`src/rtl/usb_in_pktbuf.sv`:
```
module usb_in_pktbuf #(
  parameter int DW    = 8,
  parameter int DEPTH = 64,
  localparam int AW   = $clog2(DEPTH),
  localparam int LW   = $clog2(DEPTH + 1)
) (
  input  logic          clk,
  input  logic          rst_n,
  input  logic          flush,
  input  logic [LW-1:0] cfg_maxp,
  input  logic          cfg_dbl,
  input  logic          cfg_auto,
  input  logic          cpu_wr,
  input  logic [DW-1:0] cpu_wdata,
  input  logic          cpu_set_rdy,
  output logic          txrdy,
  output logic          fifo_ne,
  output logic          ep_irq,
  output logic          overrun,
  output logic          usb_pkt_valid,
  output logic [LW-1:0] usb_pkt_len,
  input  logic          usb_rd,
  output logic [DW-1:0] usb_rdata,
  input  logic          usb_sent
);
  localparam int HALF = DEPTH / 2;

  logic [DW-1:0] mem [DEPTH];
  logic [LW-1:0] plen [2];
  logic [1:0]    vld;
  logic          wsl, rsl, irq_q, ovr_q;
  logic [LW-1:0] wcnt, roff;

  logic          dbl_eff, can_load, wr_acc, auto_hit, commit, sent;
  logic [LW-1:0] cap, clen;
  logic [AW-1:0] waddr, raddr;

  assign dbl_eff  = cfg_dbl && (({1'b0, cfg_maxp} << 1) <= (LW+1)'(DEPTH));
  assign cap      = dbl_eff ? LW'(HALF) : LW'(DEPTH);
  assign can_load = dbl_eff ? !vld[wsl] : (vld == 2'b00);
  assign wr_acc   = cpu_wr && can_load && (wcnt < cfg_maxp) && (wcnt < cap);
  assign auto_hit = wr_acc && cfg_auto && (LW'(wcnt + 1'b1) == cfg_maxp);
  assign commit   = can_load && (cpu_set_rdy || auto_hit);
  assign clen     = wcnt + LW'(wr_acc);
  assign sent     = usb_sent && vld[rsl];
  assign waddr    = AW'(wcnt) + ((dbl_eff && wsl) ? AW'(HALF) : '0);
  assign raddr    = AW'(roff) + ((dbl_eff && rsl) ? AW'(HALF) : '0);

  always_ff @(posedge clk)
    if (wr_acc && !flush) mem[waddr] <= cpu_wdata;

  always_ff @(posedge clk or negedge rst_n) begin
    if (!rst_n) begin
      vld <= '0; wsl <= 1'b0; rsl <= 1'b0; wcnt <= '0; roff <= '0;
      irq_q <= 1'b0; ovr_q <= 1'b0;
      plen[0] <= '0; plen[1] <= '0;
    end else begin
      irq_q <= 1'b0;
      if (cpu_wr && !wr_acc) ovr_q <= 1'b1;
      if (flush) begin
        vld <= '0; wsl <= 1'b0; rsl <= 1'b0; wcnt <= '0; roff <= '0;
      end else begin
        if (wr_acc) wcnt <= wcnt + 1'b1;
        if (commit) begin
          vld[wsl]  <= 1'b1;
          plen[wsl] <= clen;
          wcnt      <= '0;
          if (dbl_eff) wsl <= ~wsl;
          if (dbl_eff && (!vld[~wsl] || sent)) irq_q <= 1'b1;
        end
        if (usb_rd && vld[rsl]) roff <= roff + 1'b1;
        if (sent) begin
          vld[rsl] <= 1'b0;
          roff     <= '0;
          if (dbl_eff) rsl <= ~rsl;
          irq_q    <= 1'b1;
        end
      end
    end
  end

  assign txrdy         = dbl_eff ? &vld : |vld;
  assign fifo_ne       = |vld;
  assign ep_irq        = irq_q;
  assign overrun       = ovr_q;
  assign usb_pkt_valid = vld[rsl];
  assign usb_pkt_len   = plen[rsl];
  assign usb_rdata     = mem[raddr];

  AST_SENT_IRQ: assert property (@(posedge clk) disable iff (!rst_n)
    usb_sent && usb_pkt_valid && !flush |=> ep_irq && !txrdy);
  AST_FLUSH_CLEAR: assert property (@(posedge clk) disable iff (!rst_n)
    flush |=> !fifo_ne && !txrdy && !ep_irq && !usb_pkt_valid);
  AST_OVR_STICKY: assert property (@(posedge clk) disable iff (!rst_n)
    overrun |=> overrun);
  AST_SINGLE_HOLD: assert property (@(posedge clk) disable iff (!rst_n)
    !dbl_eff && txrdy && !usb_sent && !flush |=> txrdy && fifo_ne);
  AST_DBL_FIRST: assert property (@(posedge clk) disable iff (!rst_n)
    dbl_eff && commit && !fifo_ne && !flush |=> !txrdy && fifo_ne && ep_irq);
  AST_LEN_CAP: assert property (@(posedge clk) disable iff (!rst_n)
    usb_pkt_valid |-> usb_pkt_len <= LW'(DEPTH));
  AST_AUTO_COMMIT: assert property (@(posedge clk) disable iff (!rst_n)
    auto_hit && !flush |=> fifo_ne);
endmodule

```
`config.mk`:
```
export PLATFORM = sky130hd
export DESIGN_NAME = usb_in_pktbuf
export DESIGN_NICKNAME = d
export VERILOG_FILES = /design/src/rtl/usb_in_pktbuf.sv
export SDC_FILE = /design/constraint.sdc
export NUM_CORES = 1
export LEC_CHECK = 0
export BUFFER_PORTS_ARGS = -buffer_cell sky130_fd_sc_hd__buf_2
export CORE_UTILIZATION = 35
export CTS_BUF_LIST = sky130_fd_sc_hd__clkbuf_8
export DETAILED_ROUTE_END_ITERATION = 8
export GPL_TIMING_DRIVEN = 0
export PLACE_DENSITY = 0.47
export SKIP_CTS_REPAIR_TIMING = 1
export SLEW_MARGIN = 20
export SYNTH_ARGS = -nofsm -noshare
export SYNTH_HDL_FRONTEND = slang
export SYNTH_SLANG_ARGS = --single-unit
export TNS_END_PERCENT = 10
```
`constraint.sdc`:
```
create_clock -name clk -period 2.5 [get_ports clk]
set_input_delay 0.125 -clock clk [delete_from_list [all_inputs] [get_ports clk]]
set_output_delay 0.125 -clock clk [all_outputs]
set_load 0.02 [all_outputs]
```
# After elaboration in Yosys (flattened, before gate mapping)
# Memory sizes are Yosys's and may differ from the RTL's.
# Cells that the tools add are included.
# Widths: inputs -> output; s select.
# op_classes
n_reduce_logical	34
n_eq_ne	1
addsub	5
order_cmp	11
n_mux	43
bitwise_logic	8
# op_table
operator	count
$mux 7	11
$mux 1	22
$logic_and 1x1->1	17
$add 7x1->7 const B	2
$bwmux 14	1
$lt 7x7->1	2
$add 6x6->6	2
$mux 6	2
$le 8x7->1 const B	1
$mux 2	4
$reduce_and 2->1	4
$add 7x1->7	1
$demux 7 s1	1
$eq 7x7->1	1
$lt 1x2->1 const B	3
$reduce_bool 2->1	3
$reduce_bool 3->1	2
$ge 2x2->1 const B	2
$logic_not 1->1	4
$not 1->2	2
$not 1->1	3
$and 2x2->2	1
$demux 1 s1	2
$ge 1x1->1 const B	2
6 further kinds	7
# word_totals
word_cells	112
output_inout_bits	20
in_bits	24
ff_bits	34
n_memories	1
ram_bits	512
# mem_list
memory	depth	width	rd	rd_clocked_by_memory_dff	wr	line	rtl
mem	64	8	1	0	1	28	logic [DW-1:0] mem [DEPTH];

# Depth between registers and ports, before layout
# Gate-level depths: netlist of run 1.
# logic_depth
word_depth	16
mapped_depth	15
depth_no_buf	15

# Least setup slack after synthesis of run 1
# Ideal clock, no wire load.
# synth_timing
kind	input port to flip-flop
startpoint	in cfg_dbl
endpoint	mem mem[26][0], enable pin
stages	11
setup_slack_ns	-0.266
arrival_time_ns	2.396
cell_sequence	nor4b_1 -> a2bb2oi_1 -> inv_2 -> ha_1 -> a22oi_1 -> nand3_1 -> a21oi_1 -> o211ai_1 -> nor2_1 -> nand3_1 -> nor2_1
# synth_via
elab_chain_cells	8
word_cells_on_any_way	13
classes_between	add/sub (1); order compare (1); mux (5); reduce/logical (6)
# synth_rtl
item	line	rtl
start, declared	11	input logic cfg_dbl,
$logic_and 1x1->1 (*)	38	assign dbl_eff = cfg_dbl && (({1'b0, cfg_maxp} << 1) <= (LW+1)'(DEPTH));
branches (longest 7 deep; another with $lt 7x7->1)	--	
end, declared	28	
# Every way passes the cells marked *.

# Worst setup path in the final report of run 1
# layout_timing
startpoint	reg roff[0]
endpoint	out usb_rdata[0]
# layout_via
elab_chain_cells	2
# layout_rtl
item	line	rtl
start, declared	32	logic [LW-1:0] wcnt, roff;
start signal, assigned	71	if (usb_rd && vld[rsl]) roff <= roff + 1'b1;
$add 6x6->6	47	assign raddr = AW'(roff) + ((dbl_eff && rsl) ? AW'(HALF) : '0);
$mem_v2 64x8	--	
end, declared	23	output logic [DW-1:0] usb_rdata,
# No other way between the ends.

==> metrics.md, run 1 <==
| Metric | Value |
|---|---|
| Chip Width | 251 microns |
| Drt initial violations | 720 |
| RSZ-0062 raised after global routing | yes |
| Violated checks | setup timing |
| # clock sinks | 545 |
| Pin count of the biggest net entering global routing | 65 |
| Depth of the most critical reg-to-reg path | 12 |
| Final max-slew violation count | 0 |
| Kind of critical path | flip-flop to output pin |
| Core Util, Final | 0.425 |
| ANT nets after route | 0 |
| Number of synthesized flops with an enable pin | 512 |
| H-tree lvl count | 3 |
| R2R Path End | plen[6] |
| Final nets | 1231 |
| Worst vdd ir | 0.000361 V |
| Comb pwr share | 0.054 |
| Syn avg cell area | 21.5 sq um |
| Syn. warnings | 0 |
| Slew Limit Headroom | 0.354 |
| WL final | 54.3 mm |
| First-pass GRT wire length | 77.3 mm |
| Die Y-Extent | 251 microns |
| Global route overflow | 0 |
| Commonest cells after routing, fill and taps aside | edfxtp_1 (512), mux4_2 (168), clkbuf_8 (102), nor2_4 (62), inv_1 (44) |
| Critical path depth | 7 |
| Setup ws final | -1010 ps |
| Worst clock skew | 29.8 ps |
| Port buffer count | 43 |
| Dominant cell type by area after synthesis | edfxtp_1 |
| Sequential share of power | 0.547 |
| FF+latch count, synth | 545 |
| WP data arrival | 3390 ps |
| Ports | 44 |
| Synth Net Count | 1050 |
| Routability cong. | 0.759 |
| Crit path launch type | flip-flop |
| Main synth FF type | edfxtp_1 |
| Endpoints failing setup | 541 |
| Core area | 61600 sq um |
| Period utilization | 1.40 |
| Beginning of the worst hold path | cpu_wdata[5] |
| R2R Setup Slk | -470 ps |
| Initial antenna violation count | 1 |
| Switching Fraction | 0.227 |
| Critical Path Slowest Stage Cell | mux4_2 |
| Worst slew pin tran | 966 ps |
| Total track usage | 0.173 |
| Internal Pwr Total | 14.2 mW |
| WHS Path Cells | 1 |
| Avg WL per Cell | 25.7 microns |
| Beginning of the critical path | roff[0] |
| # fillers | 5416 |
| Clock share of power | 0.399 |
| Share of cells above drive strength 1 | 0.396 |
| CTS tree | built |
| Post-DP HPWL | 33.7 mm |
| Final min period | 3510 ps |
| Max cap viols | 0 |
| Async SR Flop Fraction | 0.0606 |
| Detailed-route DRC error count | 0 |
| Pwr dens | 700 nW/um^2 |
| Worst min path class | input pin to flip-flop |
| Vias in the first global route | 11000 |
| TritonRoute pass-1 iters | 9 |
| CP dominant cell by count | mux4_2 |
| Worst path max stage delay | 560 ps |
| Clock slew at reported path FFs | 60 ps |
| Most common cell after layout, fill and taps aside | edfxtp_1 |
| CTS Buffer Depth | 3 |
| CP bufs+invs | 4 |
| CP required | 2380 ps |
| Worst reg2reg path startpoint | wcnt[1] |
| Clock root cell | clkbuf_8 |
| Register area | 16200 sq um |
| Cell variety after synth | 48 |
| Worst skew pair latency | 680 ps |
| Starting density of the core | 0.353 |
| TritonCTS Buffers | 94 |
| Hold Slack | 45.8 ps |
| Vias/cell | 5.06 |
| Critical path capture point type | output pin |
| Worst-path fanout max | 10 |
| CP cell instances | buf_12, clkbuf_16, buf_12, mux4_2, mux4_2, mux4_2, buf_2 |
| Synth-to-layout area growth | 20.2% |
| Top cell type's share of synthesized area | 0.706 |
| Via count | 10700 |
| Status | complete, but fails checks |
| Lkg Pwr | 8.27 nW |
| Mapped cell area | 21800 sq um |
| Core Rows | 91 |
| P_sw | 4.16 mW |
| Mapped Cells | 1014 |
| Top cells by area, synth | edfxtp_1 (71%), mux4_2 (17%), dfrtp_1 (3.8%), nor2_1 (1.4%), mux2_1 (0.72%) |
| Worst path top cell family by delay | multiplexers |
| Post-layout total power | 18.3 mW |
| Seq/Total Area, Yosys | 0.744 |
| Die area | 63200 sq um |
| Highest clock rate | 0.285 GHz |
| Area of the multi-input gates | 5890 sq um |
| Worst Hold End | mem[40][5] |
| Final hold violations | 0 |
==> power groups by stage <==
stage,Combinational (mW),Sequential (mW),Clock [mW]
CTS,0.873,10.0,7.56
global route,1.05,10.0,7.94
floorplan,0.476,10.2,0
finish,0.990,10.0,7.32
detailed placement,0.872,10.2,0
global placement,0.858,10.2,0
==> per-layer routing <==
layer / up-vias / part of all wire / track usage / wire length (microns)
met4: 0 / 0.020 / 0.0575 / 1080
li1: 4610 / - / - / -
met1: 5761 / 0.46 / 0.247 / 25200
met2: 246 / 0.47 / 0.264 / 25600
met3: 60 / 0.046 / 0.0373 / 2480
met5: - / 0 / 0 / 0
==> synthesized netlist by cell type (2+ instances only) <==
master	instances
edfxtp_1	512
mux4_2	168
nor2_1	84
dfrtp_1	33
clkbuf_1	26
nand2_1	26
mux2_1	14
ha_1	12
nand3_1	12
xor2_1	12
inv_1	11
xnor2_1	11
buf_6	9
mux2_2	8
o21ai_1	8
a21oi_1	7
buf_2	5
nor3_1	5
buf_1	4
nand2b_1	4
nand4_1	3
nor2b_1	3
o21ai_0	3
o31ai_1	3
a211oi_1	2
buf_4	2
inv_2	2
nand2_2	2
nand3b_1	2
o211ai_1	2
or4_1	2
==> stage by stage <==
step | instances | area, sq um | TNS (ps) | setup slack [ps]
after floorplan | 1014 | 21800 | -84960 | -205
after global placement | 1894 | 23100 | -752000 | -1630
after detailed placement | 1894 | 23100 | -746880 | -1660
after CTS | 2069 | 24800 | -617120 | -1990
after global routing | 2112 | 26200 | -227970 | -1080
final | 2112 | 26200 | -159680 | -1010
==> logic make-up after synthesis <==
family | count (synthesis) | share of synthesized area
DFF | 545 | 0.744
muxes | 191 | 0.186
and+or+nand+nor | 150 | 0.0300
buffers and inverters | 59 | 0.0139
AOI/OAI and AO/OA | 34 | 0.0102
xor gates and xnor gates | 23 | 0.00925
adders and majority gates | 12 | 0.00690
==> worst max-delay path by stage <==
stage	end
finish	usb_rdata[0]
global route	usb_rdata[7]
CTS	usb_rdata[7]
detailed placement	mem[23][3]
global placement	mem[23][6]
floorplan	mem[31][0]
==> cell type report <==
class | count | area share
clock inverter | 73 | 0.0114
sequential | 545 | 0.619
inverter | 13 | 0.00186
clock buffer | 102 | 0.0536
buffer | 44 | 0.0155
antenna | 1 | 0.0000956
tap | 837 | 0.0400
multi-input combinational | 410 | 0.225
timing repair buffer | 87 | 0.0333
==> state kept, by name (all words and copies together) (netlist names) <==
signal   count
ep_irq       1
mem        512
overrun      1
plen        14
roff         6
rsl          1
vld          2
wcnt         7
wsl          1
==> worst register-to-register path, stage by stage (launching register included) <==
cell      delay, ps
dfrtp_1         420
ha_1            310
nand2b_1         90
a21oi_2          60
o31ai_2         280
o211ai_1        300
inv_2           240
ha_2            250
ha_1            190
nand3_1         140
nor2_2          180
xor2_1          110
mux2_1          290
Power figures use the tool's default switching activity.
==> run 2: changes to the inputs <==
==> constraint.sdc (replaced) <==
create_clock -name clk -period 3.08 [get_ports clk]
set_input_delay 0.154 -clock clk [delete_from_list [all_inputs] [get_ports clk]]
set_output_delay 0.154 -clock clk [all_outputs]
set_load 0.02 [all_outputs]
==> run 2 against run 1 <==
Net effect:
- largest power group unchanged
- clock power fell by 20%
- sequential power fell by 19%
- the run ends with DRC, setup timing left
- first-iteration DRC count fell by 4.9%
- clock skew rose by 4.7 ps
- critical path type unchanged
- total power fell by 20%
- cell count fell by 1.5%
==> metrics.md, run 2 (synthesis results as in run 1) <==
| Metric | Value |
|---|---|
| Status | complete, but fails checks |
| Violated checks | DRC, setup timing |
| Detailed-route DRC error count | 4 |
| Clock slew at reported path FFs | 60 ps |
| Core Rows | 91 |
| Clock root cell | clkbuf_8 |
| Worst min path class | input pin to flip-flop |
| First-pass GRT wire length | 77.5 mm |
| Starting density of the core | 0.353 |
| H-tree lvl count | 3 |
| Max cap viols | 0 |
| Pwr dens | 576 nW/um^2 |
| Worst slew pin tran | 1040 ps |
| DP Worst Slack | -1480 ps |
| Non-Filler Instances | 2080 |
| Endpoints failing setup | 8 |
| Chip Width | 251 microns |
| Commonest cells after routing, fill and taps aside | edfxtp_1 (512), mux4_2 (168), clkbuf_8 (98), nor2_4 (51), inv_1 (46) |
| Max FFs per register | 512 |
| Worst vdd ir | 0.000277 V |
| Final hold violations | 0 |
| ANT nets after route | 0 |
| CTS tree | built |
| Ports | 44 |
| Avg WL per Cell | 25.8 microns |
| RSZ-0062 raised after global routing | yes |
| Final nets | 1208 |
| Post-DP HPWL | 33.4 mm |
| CP required | 2930 ps |
| Port buffer count | 43 |
| Crit path launch type | flip-flop |
| Top reg by flops | mem |
| Pin count of the biggest net entering global routing | 65 |
| # fillers | 5497 |
| Worst skew pair latency | 690 ps |
| Drt initial violations | 685 |
| Die Y-Extent | 251 microns |
| Lkg Pwr | 8.03 nW |
| Worst-path fanout max | 10 |
| TritonRoute pass-1 iters | 6 |
| WP data arrival | 3430 ps |
| Via count | 10500 |
| TritonCTS Buffers | 93 |
| Vias/cell | 5.06 |
| Setup ws final | -509 ps |
| Critical path capture point type | output pin |
| Vias in the first global route | 10900 |
| Synth-to-layout area growth | 17.6% |
| WL final | 53.6 mm |
| Top flop regs | mem x512, plen x14, wcnt x7 |
| Die area | 63200 sq um |
| Global route overflow | 0 |
| Initial antenna violation count | 1 |
| Final min period | 3590 ps |
| Routability cong. | 0.754 |
| Core area | 61600 sq um |
| Highest clock rate | 0.279 GHz |
| Period utilization | 1.17 |
| Kind of critical path | flip-flop to output pin |
| Total track usage | 0.173 |
| Final max-slew violation count | 0 |
| Dpl cells | 1894 |
| # clock sinks | 545 |
| Share of cells above drive strength 1 | 0.371 |
| Worst clock skew | 34.5 ps |
| CTS Buffer Depth | 3 |
| Slew Limit Headroom | 0.302 |
| Most common cell after layout, fill and taps aside | edfxtp_1 |
[run 2: path summary, 6_finish.rpt]
kind	from	endpoint	slack, ps	cells after the start
worst min-delay path	cpu_wdata[5]	mem[26][5]	30	1
worst min register to register	overrun	overrun	450	1
min in group asynchronous	rst_n	roff[5]	130	2
worst max-delay path	roff[0]	usb_rdata[5]	-510	6
worst max register to register	wcnt[0]	mem[44][7]	180	10
max in group asynchronous	rst_n	wcnt[6]	2360	2
[run 2: through the flow]
step            util  TNS, ps  hold WS, ps  total power [mW]  instance area [sq um]
3_5_place_dp   0.374  -637120          310              8.99                  23100
5_1_grt        0.416    -4460         62.3              15.3                  25600
4_1_cts        0.401  -385710         -435              14.9                  24700
3_3_place_gp   0.374  -614850          293              8.99                  23000
6_report       0.416    -3980         28.8              14.7                  25600
2_1_floorplan      -        0         -142              8.67                  21800
[run 2: area by class of cell]
cell class | instances | area (sq um) | area share
inverters | 13 | 51.3 | 0.00200
plain buffers | 44 | 382 | 0.0149
clock inverters | 66 | 293 | 0.0114
diodes | 2 | 5.00 | 0.000195
flip-flops and latches | 545 | 16200 | 0.633
repair buffers | 65 | 499 | 0.0195
multi-input cells | 410 | 5770 | 0.225
well taps | 837 | 1050 | 0.0409
clock buffers | 98 | 1350 | 0.0527
[run 2: power breakdown]
part           switching, mW  internal (mW)  total [mW]
combinational          0.442          0.304       0.746
sequential            0.0159           8.13        8.14
clock                   2.86           3.00        5.86
total                   3.32           11.4        14.7
[run 2: metal layers]
metal,share of wire,GRT usage,routed length [microns],up-vias
li1,-,-,-,4563
met1,0.47,0.250,25200,5644
met2,0.46,0.263,24700,232
met3,0.042,0.0328,2230,81
met4,0.027,0.0618,1430,0
met5,0,0,0,-
[run 2: worst max-delay path: stages (launching register included)]
cell,delay [ps]
dfrtp_2,510
buf_12,190
buf_12,160
mux4_2,550
mux4_2,570
mux4_2,570
buf_6,160
==> run 3: changes to the inputs <==
--- a/config.mk
+++ b/config.mk
@@ -6,11 +6,12 @@
 export NUM_CORES = 1
 export LEC_CHECK = 0
 export BUFFER_PORTS_ARGS = -buffer_cell sky130_fd_sc_hd__buf_2
+export CAP_MARGIN = 0
 export CORE_UTILIZATION = 35
 export CTS_BUF_LIST = sky130_fd_sc_hd__clkbuf_8
 export DETAILED_ROUTE_END_ITERATION = 8
 export GPL_TIMING_DRIVEN = 0
-export PLACE_DENSITY = 0.47
+export PLACE_DENSITY = 0.46
 export SKIP_CTS_REPAIR_TIMING = 1
 export SLEW_MARGIN = 20
 export SYNTH_ARGS = -nofsm -noshare
==> constraint.sdc (replaced) <==
create_clock -name clk -period 3.8 [get_ports clk]
set_input_delay 0.19 -clock clk [delete_from_list [all_inputs] [get_ports clk]]
set_output_delay 0.19 -clock clk [all_outputs]
set_load 0.02 [all_outputs]
==> run 3 against run 2 <==
Net effect:
- the flow finishes with violations (setup timing)
- non-clock buffer count down 17
- routed wire length up 0.90%
- hold slack better by 33 ps
- register-to-register slack worse by 420 ps
- clock power down 18%
- via count down 0.14%
- combinational power down 25%
- cell count down 0.43%
- clock skew up 3.8 ps
- worst setup slack better by 260 ps
- sequential share of layout area up 1.6 points
- utilization down 1.1 points
- largest cell class unchanged
==> metrics.md, run 3 (synthesis results as in run 1) <==
| Metric | Value |
|---|---|
| WP data arrival | 4360 ps |
| Endpoints failing setup | 112 |
| Critical path capture point type | flip-flop |
| Critical Path Slowest Stage Cell | nand3_1 |
| RSZ-0062 raised after global routing | yes |
| Initial antenna violation count | 2 |
| Routability cong. | 0.758 |
| # clock sinks | 545 |
| Final nets | 1192 |
| Worst-path fanout max | 9 |
| Pin count of the biggest net entering global routing | 65 |
| Detailed-route DRC error count | 0 |
| CTS tree | built |
| DP Worst Slack | -682 ps |
| Area of placed instances | 23100 sq um |
| Status | complete, but fails checks |
| Top reg by flops | mem |
| Post-DP HPWL | 33.9 mm |
| Kind of critical path | flip-flop to flip-flop |
| Worst path top cell family by delay | simple AND/OR/NAND/NOR gates |
| Drt initial violations | 725 |
| TritonRoute pass-1 iters | 7 |
| CP bufs+invs | 1 |
| Global route overflow | 0 |
| TritonCTS Buffers | 94 |
| Period utilization | 1.06 |
| Max FFs per register | 512 |
| Worst skew pair latency | 700 ps |
| Starting density of the core | 0.353 |
| Most common cell after layout, fill and taps aside | edfxtp_1 |
| Core Util, Final | 0.405 |
| Final TNS setup | -17120 ps |
| Dpl cells | 1894 |
| CP cell instances | inv_1, ha_1, nand2b_1, a21oi_1, o31ai_1, o211ai_1, nor2_1, nand3_1, nor2_2 |
| Fin area | 24900 sq um |
| Ports | 44 |
| Final max-slew violation count | 0 |
| Final min period | 4040 ps |
| Lkg Pwr | 7.92 nW |
| Worst clock skew | 38.2 ps |
| Worst path max stage delay | 930 ps |
| Worst vdd ir | 0.000237 V |
| Worst min path class | input pin to flip-flop |
| Die area | 63200 sq um |
| Clock slew at reported path FFs | 60 ps |
| # fillers | 5524 |
| Max cap viols | 0 |
| H-tree lvl count | 3 |
| Setup ws final | -244 ps |
| Avg WL per Cell | 26.1 microns |
| Chip Width | 251 microns |
| Highest clock rate | 0.247 GHz |
| Worst slew pin tran | 1230 ps |
| Hold Slack | 62.3 ps |
| Share of cells above drive strength 1 | 0.335 |
| CTS Buffer Depth | 3 |
| WL final | 54.1 mm |
| Vias in the first global route | 11100 |
| Slew Limit Headroom | 0.177 |
| Final hold violations | 0 |
| Pwr dens | 481 nW/um^2 |
| Core Rows | 91 |
| Ant diodes | 0 |
| Non-Filler Instances | 2071 |
| Vias/cell | 5.07 |
| Violated checks | setup timing |
| Top flop regs | mem x512, plen x14, wcnt x7 |
| Clock root cell | clkbuf_8 |
| Die Y-Extent | 251 microns |
| Crit path launch type | flip-flop |
| Synth-to-layout area growth | 14.6% |
| ANT nets after route | 0 |
| Port buffer count | 43 |
| Total track usage | 0.176 |
| Via count | 10500 |
| Core area | 61600 sq um |
| CP required | 4110 ps |
| First-pass GRT wire length | 78.4 mm |
| Post-layout total power | 12.0 mW |
| Commonest cells after routing, fill and taps aside | edfxtp_1 (512), mux4_2 (168), clkbuf_8 (96), inv_1 (51) |
-- run 3: path summary, 6_finish.rpt --
kind / depth (start not counted) / from / end / slack, ps
max: 9 / wcnt[0] / mem[35][5] / -240
min: 1 / cpu_wdata[6] / mem[27][6] / 60
max reg2reg: 9 / wcnt[0] / mem[35][5] / -240
min reg2reg: 1 / overrun / overrun / 470
max in group asynchronous: 2 / rst_n / roff[0] / 3040
min in group asynchronous: 2 / rst_n / wsl / 160
-- run 3: layout make-up --
cell class                      instances  area [sq um]  area share
Inverter                               13          48.8     0.00196
Tap cell                              837          1050      0.0420
Sequential cell                       545         16200       0.649
Buffer                                 44           300      0.0120
Timing Repair Buffer                   48           285      0.0114
Clock buffer                           96          1320      0.0530
Multi-Input combinational cell        410          5370       0.215
Clock inverter                         78           369      0.0148
-- run 3: routing by layer --
metal	global-route usage	vias up	share of wire
met2	0.269	255	0.46
met4	0.0509	0	0.024
met5	0	-	0
met3	0.0441	81	0.049
met1	0.250	5647	0.46
li1	-	4522	-
-- run 3: power breakdown --
| group | internal (mW) | switching [mW] | total (mW) | leakage, nW |
|---|---|---|---|---|
| combinational | 0.223 | 0.340 | 0.563 | 1.87 |
| sequential | 6.58 | 0.0119 | 6.60 | 5.05 |
| clock | 2.42 | 2.40 | 4.83 | 1.00 |
| total | 9.23 | 2.76 | 12.0 | 7.92 |
